### src/rtl/tps_pkg.sv
package tps_pkg;
  typedef enum logic [2:0] {
    CS_OFF      = 3'd0,
    CS_DIV1     = 3'd1,
    CS_DIV8     = 3'd2,
    CS_DIV64    = 3'd3,
    CS_DIV256   = 3'd4,
    CS_DIV1024  = 3'd5,
    CS_EXT_FALL = 3'd6,
    CS_EXT_RISE = 3'd7
  } clk_sel_e;

  localparam int NTAPS = 5;
  // log2 of each divider tap, ordered like the clock-select codes 1..5
  localparam int TAP_LOG2 [NTAPS] = '{0, 3, 6, 8, 10};

  localparam int REG_W   = 8;
  localparam int HOLD_BIT = 7;
  localparam int RST_BIT  = 0;
endpackage

### src/rtl/tps_ctrl_reg.sv
module tps_ctrl_reg
  import tps_pkg::*;
(
  input  logic             clk,
  input  logic             rst_n,
  input  logic             wr_en,
  input  logic [REG_W-1:0] wr_data,
  output logic [REG_W-1:0] rd_data,
  output logic             presc_clr
);
  logic hold_mode_q;
  logic restart_q;

  always_ff @(posedge clk or negedge rst_n) begin
    if (!rst_n) begin
      hold_mode_q <= 1'b0;
      restart_q   <= 1'b0;
    end else if (wr_en) begin
      hold_mode_q <= wr_data[HOLD_BIT];
      // restart bit only persists while hold mode is written as one
      restart_q   <= wr_data[HOLD_BIT] & wr_data[RST_BIT];
    end else if (!hold_mode_q) begin
      restart_q   <= 1'b0;
    end
  end

  assign presc_clr = restart_q | (wr_en & wr_data[RST_BIT]);

  always_comb begin
    rd_data           = '0;
    rd_data[HOLD_BIT] = hold_mode_q;
    rd_data[RST_BIT]  = restart_q;
  end


  hold_release_clears_chk: assert property (@(posedge clk) disable iff (!rst_n)
    $fell(hold_mode_q) |-> !restart_q);


  sticky_needs_mode_chk: assert property (@(posedge clk) disable iff (!rst_n)
    restart_q |-> hold_mode_q);
endmodule

### src/rtl/tps_divider.sv
module tps_divider
  import tps_pkg::*;
#(
  parameter int PRESC_W = 10
) (
  input  logic             clk,
  input  logic             rst_n,
  input  logic             clr,
  output logic [NTAPS-1:0] tap_hit
);
  logic [PRESC_W-1:0] cnt_q;

  always_ff @(posedge clk or negedge rst_n) begin
    if (!rst_n)   cnt_q <= '0;
    else if (clr) cnt_q <= '0;
    else          cnt_q <= cnt_q + 1'b1;
  end

  for (genvar i = 0; i < NTAPS; i++) begin : g_tap
    localparam logic [PRESC_W-1:0] MASK = PRESC_W'((1 << TAP_LOG2[i]) - 1);
    assign tap_hit[i] = &(cnt_q | ~MASK);
    if (i > 0) begin : g_nest

      tap_nesting_chk: assert property (@(posedge clk) disable iff (!rst_n)
        tap_hit[i] |-> tap_hit[i-1]);
    end
  end
endmodule

### src/rtl/tps_edge_det.sv
module tps_edge_det #(
  parameter int SYNC_STAGES = 2
) (
  input  logic clk,
  input  logic rst_n,
  input  logic pin,
  output logic rise,
  output logic fall
);
  logic [SYNC_STAGES-1:0] sync_q;
  logic                   last_q;

  always_ff @(posedge clk or negedge rst_n) begin
    if (!rst_n) begin
      sync_q <= '0;
      last_q <= 1'b0;
    end else begin
      sync_q <= {sync_q[SYNC_STAGES-2:0], pin};
      last_q <= sync_q[SYNC_STAGES-1];
    end
  end

  assign rise = sync_q[SYNC_STAGES-1] & ~last_q;
  assign fall = ~sync_q[SYNC_STAGES-1] & last_q;


  rise_single_chk: assert property (@(posedge clk) disable iff (!rst_n)
    rise |=> !rise);


  fall_single_chk: assert property (@(posedge clk) disable iff (!rst_n)
    fall |=> !fall);
endmodule

### src/rtl/tmr_prescale_front.sv
module tmr_prescale_front
  import tps_pkg::*;
#(
  parameter int PRESC_W     = 10,
  parameter int SYNC_STAGES = 2
) (
  input  logic       clk,
  input  logic       rst_n,
  input  logic       reg_wr,
  input  logic [7:0] reg_wdata,
  output logic [7:0] reg_rdata,
  input  logic [2:0] clk_sel,
  input  logic       ext_pin,
  output logic       cnt_en
);
  logic             presc_clr;
  logic [NTAPS-1:0] tap_hit;
  logic             ext_rise, ext_fall;
  logic             src_hit;
  clk_sel_e         sel;

  tps_ctrl_reg u_ctrl (
    .clk(clk), .rst_n(rst_n), .wr_en(reg_wr), .wr_data(reg_wdata),
    .rd_data(reg_rdata), .presc_clr(presc_clr)
  );

  tps_divider #(.PRESC_W(PRESC_W)) u_div (
    .clk(clk), .rst_n(rst_n), .clr(presc_clr), .tap_hit(tap_hit)
  );

  tps_edge_det #(.SYNC_STAGES(SYNC_STAGES)) u_edge (
    .clk(clk), .rst_n(rst_n), .pin(ext_pin), .rise(ext_rise), .fall(ext_fall)
  );

  assign sel = clk_sel_e'(clk_sel);

  always_comb begin
    unique case (sel)
      CS_OFF:      src_hit = 1'b0;
      CS_DIV1:     src_hit = tap_hit[0];
      CS_DIV8:     src_hit = tap_hit[1];
      CS_DIV64:    src_hit = tap_hit[2];
      CS_DIV256:   src_hit = tap_hit[3];
      CS_DIV1024:  src_hit = tap_hit[4];
      CS_EXT_FALL: src_hit = ext_fall;
      CS_EXT_RISE: src_hit = ext_rise;
      default:     src_hit = 1'b0;
    endcase
  end

  assign cnt_en = src_hit & ~presc_clr;


  hold_blocks_strobe_chk: assert property (@(posedge clk) disable iff (!rst_n)
    presc_clr |-> !cnt_en);


  off_no_strobe_chk: assert property (@(posedge clk) disable iff (!rst_n)
    (clk_sel == 3'd0) |-> !cnt_en);
endmodule

### config.mk
export PLATFORM = sky130hd
export DESIGN_NAME = tmr_prescale_front
export DESIGN_NICKNAME = d
export VERILOG_FILES = /design/src/rtl/tps_pkg.sv /design/src/rtl/tps_ctrl_reg.sv /design/src/rtl/tps_divider.sv /design/src/rtl/tps_edge_det.sv /design/src/rtl/tmr_prescale_front.sv
export SDC_FILE = /design/constraint.sdc
export NUM_CORES = 1
export LEC_CHECK = 0
export ABC_AREA = 1
export BUFFER_PORTS_ARGS = -buffer_cell sky130_fd_sc_hd__buf_2
export CAP_MARGIN = 20
export CELL_PAD_IN_SITES_DETAIL_PLACEMENT = 2
export CELL_PAD_IN_SITES_GLOBAL_PLACEMENT = 2
export CORE_UTILIZATION = 25
export DETAILED_ROUTE_END_ITERATION = 10
export PLACE_DENSITY_LB_ADDON = 0.1
export SYNTH_ARGS = -nofsm -noshare
export SYNTH_HDL_FRONTEND = slang
export SYNTH_HIERARCHICAL = 1
export SYNTH_SLANG_ARGS = --single-unit
### constraint.sdc
create_clock -name clk -period 1.6 [get_ports clk]
set_input_delay 0.32 -clock clk [delete_from_list [all_inputs] [get_ports clk]]
set_output_delay 0.32 -clock clk [all_outputs]
set_load 0.1 [all_outputs]
==> run summary, run 1 <==
Syn Std Cell Area: 851 um2
Die Ht: 60.3 um
routability cong.: 0.711
CP endpoint kind: output port
Hold Path Class: input pin to register
Mapped Cells: 112
crit path DAT: 1.82 ns
fmax: 0.466 GHz
Required @ worst endpoint: 1.28 ns
Initial Util: 27.2%
Core Util, Final: 34.9%
Skew-Pair Late Insertion Delay: 0.29 ns
worst IR drop on VDD: 0.307 mV
critical path class: register to output port
count of standard-cell rows: 20
post-route setup slack: -0.544 ns
Area Overhead vs Synth: 28.2%
DIE AREA: 0.00364 mm2
Core ar.: 0.00313 mm2
vias per cell: 4.13
Worst Clk Skew: 0.00823 ns
register area: 375 um2
vias: 744
max-cap viol count: 0
register area share after synthesis: 44.1%
met3 routed WL: 48 um
gr usage total: 14.1%
Tmin final: 2.14 ns
htree depth: 1
Final Total Pwr: 962 uW
failing checks: negative setup slack
Synth cell types: 16
outcome: complete, but fails checks
WL/cell: 11.3 um
Post-Route WL: 2.04 mm
Yosys warnings: 6
global-route wire length before repair: 3.67 mm
type of origin of the critical path: register
ANT nets after route: 0
Clock Path Buffers: 2
DRT Pass-1 Iters: 2
CTS Root Cell: clkbuf_4
Yosys reg bits: 15
DPL Wire Length: 1.61 mm
Final Cycle Share: 134%
wire length on met1: 919 um
largest net degree at the start of global routing: 16
final number of hold-violating endpoints: 0
Lkg Pwr: 0.589 nW
CTS tree: built
1st-iter DRT viols: 21
vias in the first global route: 837
Fillers: 382
initial antenna violation count: 0
nets@finish: 154
Ports: 24
area taken by multi-input logic gates: 389 um2
clock sink count: 15
input/output buffers: 11
number of remaining DRC errors: 0
critical-path maximum fanout: 3
GRT overflow: 0
Pins Over Slew Limit: 0
Max Used Layer: met4
endpoints failing setup: 1
RSZ-0062 raised after global routing: true
layout cells sized above 1: 27.9%
power per cell area: 882 mW/mm2
setup slack, reg-to-reg: 0.33 ns
# diodes: 0
die width: 60.3 um
Num CTS Buffers: 3
clock transition at the registers of the reported paths: 0.09 ns
synthesized area per cell: 7.60 um2
met2 routed WL: 1.04 mm
[state kept, by name (all words and copies together) (netlist names)]
signal,count
u_edge/last_q,1
u_ctrl/hold_mode_q,1
u_edge/sync_q,2
u_ctrl/restart_q,1
u_div/cnt_q,10
[report_power, final]
part	leakage (nW)	internal, mW	switching, mW
clock	0.0150	0.0968	0.135
sequential	0.197	0.411	0.0308
combinational	0.377	0.0937	0.195
total	0.589	0.601	0.361
[layout by cell type, fill, tap and decap left out, drive strengths merged]
cell,n
ha,2
nor2,21
buf,23
nor3,1
nand2,26
dfrtp,15
conb,7
nand3,11
a21oi,2
clkbuf,4
dlygate4sd3,1
inv,20
xor2,2
a21o,1
[critical path, stage by stage (launching register included)]
cell and delay [ns]:
dfrtp_1 0.41, ha_4 0.17, nand3_4 0.10, nor2_4 0.11, nand3_2 0.08, nor2_2 0.09, inv_1 0.04, nand2_1 0.06
nand3_1 0.06, nand2_1 0.08, nor2_2 0.05, nor2_4 0.10, buf_12 0.18
[cell usage after synthesis (all sizes together)]
| cell | instances | area, um2 |
|---|---|---|
| conb | 2 | 7.51 |
| nor2 | 21 | 93.8 |
| nand2 | 26 | 100 |
| ha | 2 | 25.0 |
| dfrtp | 15 | 375 |
| a21oi | 2 | 10.0 |
| nor3 | 1 | 10.0 |
| nand3 | 11 | 60.1 |
| a21o | 1 | 8.76 |
| buf | 9 | 67.6 |
| inv | 20 | 75.1 |
| xor2 | 2 | 17.5 |
[logic make-up (layout without fill, tap and decap cells)]
| group | count (synthesis) | in the layout | share of synthesized area (%) |
|---|---|---|---|
| and+or+nand+nor | 59 | 59 | 31.0 |
| buffers and inverters | 29 | 48 | 16.8 |
| DFF | 15 | 15 | 44.1 |
| AOI/OAI and AO/OA | 3 | 3 | 2.21 |
| adders and majority gates | 2 | 2 | 2.94 |
| other | 2 | 7 | 0.883 |
| xor gates and xnor gates | 2 | 2 | 2.06 |
[metal layers]
layer,global-route usage (%),vias up
met4,9.30,0
met5,0,-
li1,-,366
met2,23.7,11
met1,16.6,363
met3,2.13,4
[cell type report]
| type | count | area share [%] |
|---|---|---|
| Timing Repair Buffer | 24 | 15.6 |
| Clock buffer | 4 | 2.41 |
| Tap cell | 44 | 5.05 |
| Sequential cell | 15 | 34.4 |
| Inverter | 20 | 6.88 |
| Multi-Input combinational cell | 73 | 35.7 |
[stage by stage]
| step | setup TNS [ns] | worst slack, ns | hold slack (ns) | std cells | cell area, um2 |
|---|---|---|---|---|---|
| 3_5_place_dp | -0.301 | -0.301 | 0.257 | 174 | 1020 |
| 2_1_floorplan | -0.380 | -0.380 | 0.0244 | 117 | 877 |
| 4_1_cts | -0.565 | -0.565 | 0.123 | 180 | 1090 |
| 5_1_grt | -0.718 | -0.718 | 0.117 | 180 | 1090 |
| 3_3_place_gp | -0.272 | -0.272 | 0.257 | 174 | 1020 |
| 6_report | -0.544 | -0.544 | 0.139 | 180 | 1090 |
[path summary, 6_finish.rpt]
kind / startpoint / cells after the start / end
hold / removal: ext_pin / 1 / u_edge/sync_q[0]
min in group asynchronous: rst_n / 2 / u_div/cnt_q[3]
setup reg to reg: u_div/cnt_q[0] / 7 / u_div/cnt_q[9]
hold reg to reg: u_edge/sync_q[0] / 0 / u_edge/sync_q[1]
setup / recovery: u_div/cnt_q[0] / 12 / cnt_en
max in group asynchronous: rst_n / 2 / u_div/cnt_q[2]
[what timing repair did]
| action | CTS | global route |
|---|---|---|
| endpoints found under the setup margin | 1 | 1 |
| resized for setup | 5 | 1 |
| cloned | 0 | 0 |
| setup buffers | 1 | 0 |
| hold buffers | 1 | 0 |
| pin swaps | 0 | 0 |
| hold endpoints to repair | 15 | 0 |
Power figures use the tool's default switching activity.
==> run 2, diff against run 1 <==
--- a/config.mk
+++ b/config.mk
@@ -6,12 +6,15 @@
 export NUM_CORES = 1
 export LEC_CHECK = 0
 export ABC_AREA = 1
+export ABC_CLOCK_PERIOD_IN_PS = 1600
 export BUFFER_PORTS_ARGS = -buffer_cell sky130_fd_sc_hd__buf_2
 export CAP_MARGIN = 20
 export CELL_PAD_IN_SITES_DETAIL_PLACEMENT = 2
 export CELL_PAD_IN_SITES_GLOBAL_PLACEMENT = 2
-export CORE_UTILIZATION = 25
+export CORE_UTILIZATION = 26
+export CTS_BUF_LIST = sky130_fd_sc_hd__clkbuf_8
 export DETAILED_ROUTE_END_ITERATION = 10
+export HOLD_SLACK_MARGIN = 0.06
 export PLACE_DENSITY_LB_ADDON = 0.1
 export SYNTH_ARGS = -nofsm -noshare
 export SYNTH_HDL_FRONTEND = slang
==> run 2 against run 1 <==
The flow still finishes with violations (negative setup slack). Count of clock-buffer cells in the layout shrank 1. First-iteration DRC count fell by 4.8%. Maximum frequency is 3.7% higher. Sequential share of layout area is 1.5 points lower. Via count grew 0.81%. Largest cell class unchanged. Largest power group unchanged.
==> run summary, run 2 (synthesized netlist as in run 1, its figures left out) <==
Num CTS Buffers: 3
failing checks: negative setup slack
Worst Clk Skew: 0.00382 ns
Ports: 24
Skew-Pair Late Insertion Delay: 0.25 ns
CTS tree: built
routability cong.: 0.745
max FFs per register: 10
DPL Wire Length: 1.55 mm
Worst R2R Start: u_div/cnt_q[1]
post-route setup slack: -0.468 ns
# diodes: 0
DP Worst Slack: -0.304 ns
number of remaining DRC errors: 0
clock power share: 28.4%
Core ar.: 0.00308 mm2
1st-iter DRT viols: 20
Lkg Pwr: 0.622 nW
GRT overflow: 0
critical-path maximum fanout: 3
Critical Path Start: u_div/cnt_q[1]
Clock Path Buffers: 2
die width: 59.2 um
Required @ worst endpoint: 1.28 ns
Initial Util: 27.6%
critical path class: register to output port
Post-Route WL: 1.95 mm
input/output buffers: 11
Fillers: 374
Gate power share: 29.9%
DRT Pass-1 Iters: 4
outcome: complete, but fails checks
top flop regs: u_div/cnt_q: 10 flops, u_edge/sync_q: 2 flops
Core Util, Final: 37.0%
Biggest register: u_div/cnt_q
htree depth: 1
Die Ht: 59.2 um
Hold Path Class: input pin to register
worst IR drop on VDD: 0.458 mV
endpoints failing setup: 1
clock transition at the registers of the reported paths: 0.06 ns
max-cap viol count: 0
gr usage total: 13.5%
DIE AREA: 0.00351 mm2
vias per cell: 4.08
Flop pwr share: 41.7%
ANT nets after route: 0
sw frac: 34.3%
switching power: 363 uW
area taken by multi-input logic gates: 389 um2
initial antenna violation count: 0
fmax: 0.484 GHz
Internal Pwr Total: 697 uW
vias: 750
final number of hold-violating endpoints: 0
Area Overhead vs Synth: 34.0%
r2r worst-path depth: 7
commonest non-fill, non-tap cell in the layout: nand2_1
commonest cells after routing, fill and taps aside: nand2_1 (25), inv_1 (20), buf_4 (16), nor2_1 (16), dfrtp_1 (15)
Final Cycle Share: 129%
clock sink count: 15
Tmin final: 2.07 ns
count of standard-cell rows: 20
WL/cell: 10.6 um
Hold WS: 0.178 ns
CP endpoint kind: output port
CTS Root Cell: clkbuf_8
type of origin of the critical path: register
vias in the first global route: 789
Layout Cells excl Fill: 184
power per cell area: 931 mW/mm2
RSZ-0062 raised after global routing: true
global-route wire length before repair: 3.46 mm
register area: 375 um2
nets@finish: 158
hold_sp: ext_pin
DP Cell Count: 177
Pins Over Slew Limit: 0
setup TNS: -0.468 ns
WHS Path Cells: 1
layout cells sized above 1: 30.0%
crit path DAT: 1.75 ns
largest net degree at the start of global routing: 16
run 2: path summary, 6_finish.rpt:
kind | to | slack (ns)
setup / recovery | cnt_en | -0.47
hold / removal | u_edge/sync_q[0] | 0.18
setup reg to reg | u_div/cnt_q[7] | 0.35
hold reg to reg | u_edge/sync_q[1] | 0.35
max in group asynchronous | u_edge/sync_q[1] | 0.83
min in group asynchronous | u_ctrl/restart_q | 0.51
run 2: cell type report:
| class | instances | share of cell area [%] |
|---|---|---|
| Multi-Input combinational cell | 73 | 34.1 |
| Sequential cell | 15 | 32.9 |
| Timing Repair Buffer | 28 | 17.6 |
| Inverter | 20 | 6.59 |
| Tap cell | 44 | 4.83 |
| Clock buffer | 3 | 3.62 |
| Clock inverter | 1 | 0.329 |
run 2: routing by layer:
layer  part of all wire, %  wire length [um]  vias to the layer above  track usage, %
met3                   3.5                68                        5            1.97
met2                    49               956                       19            22.3
met5                     0                 0                        -               0
li1                      -                 -                      372               -
met4                   2.3                45                        0            8.16
met1                    45               883                      354            16.6
run 2: what timing repair did:
item                                    CTS  global route
pin swaps                                 2             0
endpoints found under the setup margin    1             1
buffers inserted                          1             1
resized for setup                         6             0
hold buffers                              1             0
hold endpoints to repair                 15             0
run 2: worst max-delay path, stage by stage, from the launching register on:
cell	delay [ns]
dfrtp_1	0.39
ha_4	0.16
nand3_4	0.09
nor2_4	0.11
nand3_2	0.08
nor2_2	0.11
inv_1	0.05
nand2_1	0.06
nand3_1	0.06
nand2_1	0.07
nor2_2	0.05
nor2_4	0.09
buf_12	0.18
run 2: power by group through the flow:
stage          Combinational (mW)  Clock (mW)  Sequential (mW)
4_1_cts                     0.311       0.316            0.443
3_5_place_dp                0.286           0            0.439
2_1_floorplan               0.199           0            0.438
5_1_grt                     0.349       0.330            0.446
6_report                    0.318       0.301            0.442
3_3_place_gp                0.278           0            0.437
run 2: per-stage QoR:
step / area [um2] / total power, mW
2_1_floorplan: 877 / 0.637
3_5_place_dp: 1040 / 0.726
6_report: 1140 / 1.06
4_1_cts: 1130 / 1.07
3_3_place_gp: 1040 / 0.715
5_1_grt: 1140 / 1.12
==> run 3, diff against run 2 <==
--- a/config.mk
+++ b/config.mk
@@ -11,12 +11,11 @@
 export CAP_MARGIN = 20
 export CELL_PAD_IN_SITES_DETAIL_PLACEMENT = 2
 export CELL_PAD_IN_SITES_GLOBAL_PLACEMENT = 2
-export CORE_UTILIZATION = 26
+export CORE_UTILIZATION = 27
 export CTS_BUF_LIST = sky130_fd_sc_hd__clkbuf_8
 export DETAILED_ROUTE_END_ITERATION = 10
 export HOLD_SLACK_MARGIN = 0.06
 export PLACE_DENSITY_LB_ADDON = 0.1
 export SYNTH_ARGS = -nofsm -noshare
 export SYNTH_HDL_FRONTEND = slang
-export SYNTH_HIERARCHICAL = 1
 export SYNTH_SLANG_ARGS = --single-unit
==> run 3 against run 2 <==
The run still ends with negative setup slack left. Sequential share of layout area increased by 1.7 points. Sequential power increased by 2%. Worst hold slack improved by 0.0045 ns. Critical endpoint unchanged. Largest cell class unchanged. Largest power group unchanged. Highest routed layer unchanged.
==> run summary, run 3 <==
WL/cell: 13.7 um
vias in the first global route: 768
clock sink count: 15
routability cong.: 0.716
endpoints failing setup: 1
DPL Wire Length: 1.64 mm
register area share after synthesis: 45.1%
max-cap viol count: 0
Clock Path Buffers: 2
clock transition at the registers of the reported paths: 0.06 ns
Layout Cells excl Fill: 158
DP Worst Slack: -0.164 ns
nets@finish: 145
number of remaining DRC errors: 0
power per cell area: 1010 mW/mm2
critical-path maximum fanout: 2
Synth cell types: 20
crit path DAT: 1.61 ns
Tmin final: 1.93 ns
vias: 714
Hold Path Class: input pin to register
Core Util, Final: 38.3%
input/output buffers: 11
Initial Util: 29.4%
DRT Pass-1 Iters: 3
ANT nets after route: 0
Worst Clk Skew: 0.000773 ns
main area contributors after synthesis: dfrtp_1 (45%), nand2_1 (9.9%), nor2_1 (8.1%)
Core ar.: 0.00283 mm2
commonest cells after routing, fill and taps aside: nand2_1 (21), nor2_1 (16), dfrtp_1 (15), inv_1 (11), buf_4 (11)
Finished Cell Area: 0.00108 mm2
Final Cycle Share: 120%
EDFF count, synth: 0
Skew-Pair Late Insertion Delay: 0.24 ns
Post-synth top flop: dfrtp_1
GRT overflow: 0
count of standard-cell rows: 19
1st-iter DRT viols: 29
DIE AREA: 0.00331 mm2
Syn Std Cell Area: 832 um2
Final Total Pwr: 1.09 mW
Ports: 24
Lkg Pwr: 0.590 nW
die width: 57.5 um
Critical Path Start: u_div.cnt_q[0]
Pins Over Slew Limit: 0
Yosys warnings: 0
Synth top area share: 45.1%
outcome: complete, but fails checks
type of origin of the critical path: register
post-route setup slack: -0.326 ns
Biggest register: u_div.cnt_q
final number of hold-violating endpoints: 0
initial antenna violation count: 0
Crit path largest cell delay: 0.40 ns
max FFs per register: 10
largest net degree at the start of global routing: 16
commonest non-fill, non-tap cell in the layout: nand2_1
async set-reset flop share out of synthesis: 100%
Hold WS: 0.182 ns
synthesized area per cell: 8.08 um2
Required @ worst endpoint: 1.28 ns
Yosys reg bits: 15
setup TNS: -0.326 ns
top flop regs: u_div.cnt_q: 10 flops, u_edge.sync_q: 2 flops
RSZ-0062 raised after global routing: true
layout cells sized above 1: 30.7%
CTS Root Cell: clkbuf_8
most common cell in the synthesized netlist: nand2_1
worst IR drop on VDD: 0.455 mV
Die Ht: 57.5 um
failing checks: negative setup slack
global-route wire length before repair: 3.63 mm
CP endpoint kind: output port
Post-Route WL: 2.17 mm
critical path, cell by cell: ha_4, ha_4, nand2_2, a21oi_2, nand2_1, nand2_1, nor2_2, nor2_4, buf_12
Area Overhead vs Synth: 30.2%
post-synth top area cell: dfrtp_1
DP Cell Count: 150
Fillers: 326
Placement Cell Area: 967 um2
hold_sp: ext_pin
Synth top cells by count: nand2_1 (22), nor2_1 (18), dfrtp_1 (15), inv_1 (10), buf_4 (8)
vias per cell: 4.52
critical path class: register to output port
Worst R2R Start: u_div.cnt_q[1]
htree depth: 1
Crit path max-delay family: flip-flops
fmax: 0.519 GHz
# diodes: 0
slowest CP cell: dfrtp_1
CTS tree: built
WP buf/inv: 1
Num CTS Buffers: 3
Mapped Cells: 103
gr usage total: 15.0%
-- run 3: cell count changes in the layout (fill, tap and decap cells not counted), sizes merged --
cell / previous run / this run
o21ai: 0 / 4
nor2: 21 / 20
buf: 27 / 22
nand4: 0 / 2
a31oi: 0 / 1
nand3: 11 / 5
inv: 21 / 13
a21oi: 2 / 6
a21o: 1 / 0
nand2: 26 / 25
nor3: 1 / 0
conb: 7 / 6
-- run 3: power breakdown --
| group | switching [mW] | total, mW | internal [mW] |
|---|---|---|---|
| combinational | 0.217 | 0.342 | 0.125 |
| sequential | 0.0390 | 0.450 | 0.411 |
| clock | 0.131 | 0.301 | 0.170 |
| total | 0.387 | 1.09 | 0.706 |
-- run 3: area by class of cell --
| cell class | count | area, um2 | area share (%) |
|---|---|---|---|
| multi-input combinational | 73 | 417 | 38.5 |
| sequential | 15 | 375 | 34.6 |
| timing repair buffer | 23 | 163 | 15.0 |
| inverter | 12 | 45.0 | 4.16 |
| clock buffer | 3 | 41.3 | 3.81 |
| tap | 31 | 38.8 | 3.58 |
| clock inverter | 1 | 3.75 | 0.346 |
-- run 3: logic make-up after synthesis --
| group | count (synthesis) | share of synthesized area, % |
|---|---|---|
| fa+ha+maj | 2 | 3.01 |
| compound gates | 11 | 8.12 |
| xor+xnor | 2 | 2.11 |
| other cells | 1 | 0.451 |
| flops | 15 | 45.1 |
| simple gates | 52 | 28.6 |
| buf+inv | 20 | 12.6 |
-- run 3: final timing paths --
check | end | slack (ns) | cells after the start
setup / recovery | cnt_en | -0.33 | 9
hold / removal | u_edge.sync_q[0] | 0.18 | 1
setup reg to reg | u_div.cnt_q[7] | 0.22 | 8
hold reg to reg | u_edge.sync_q[1] | 0.35 | 0
max in group asynchronous | u_ctrl.restart_q | 0.82 | 2
min in group asynchronous | u_div.cnt_q[3] | 0.52 | 2
-- run 3: timing repair --
item	in CTS	in global routing
gates resized for setup	5	3
hold buffers	1	0
endpoints found under the hold margin	15	0
setup buffers	2	1
setup endpoints to repair	1	1
pin swaps	4	4
-- run 3: metal layers --
metal  global-route usage [%]  wire (um)  vias to the layer above
li1                         -          -                      355
met5                        0          0                        -
met2                     23.9       1070                        7
met1                     19.8       1030                      350
met4                     7.32         19                        0
met3                     2.04         40                        2
-- run 3: worst reg2reg max path: stages, from the launching register on --
cell     delay (ns)
dfrtp_1        0.38
buf_4          0.12
buf_4          0.09
buf_4          0.10
nand3_1        0.12
nor2_1         0.16
nand2_1        0.08
o21ai_0        0.15
nor2_1         0.07
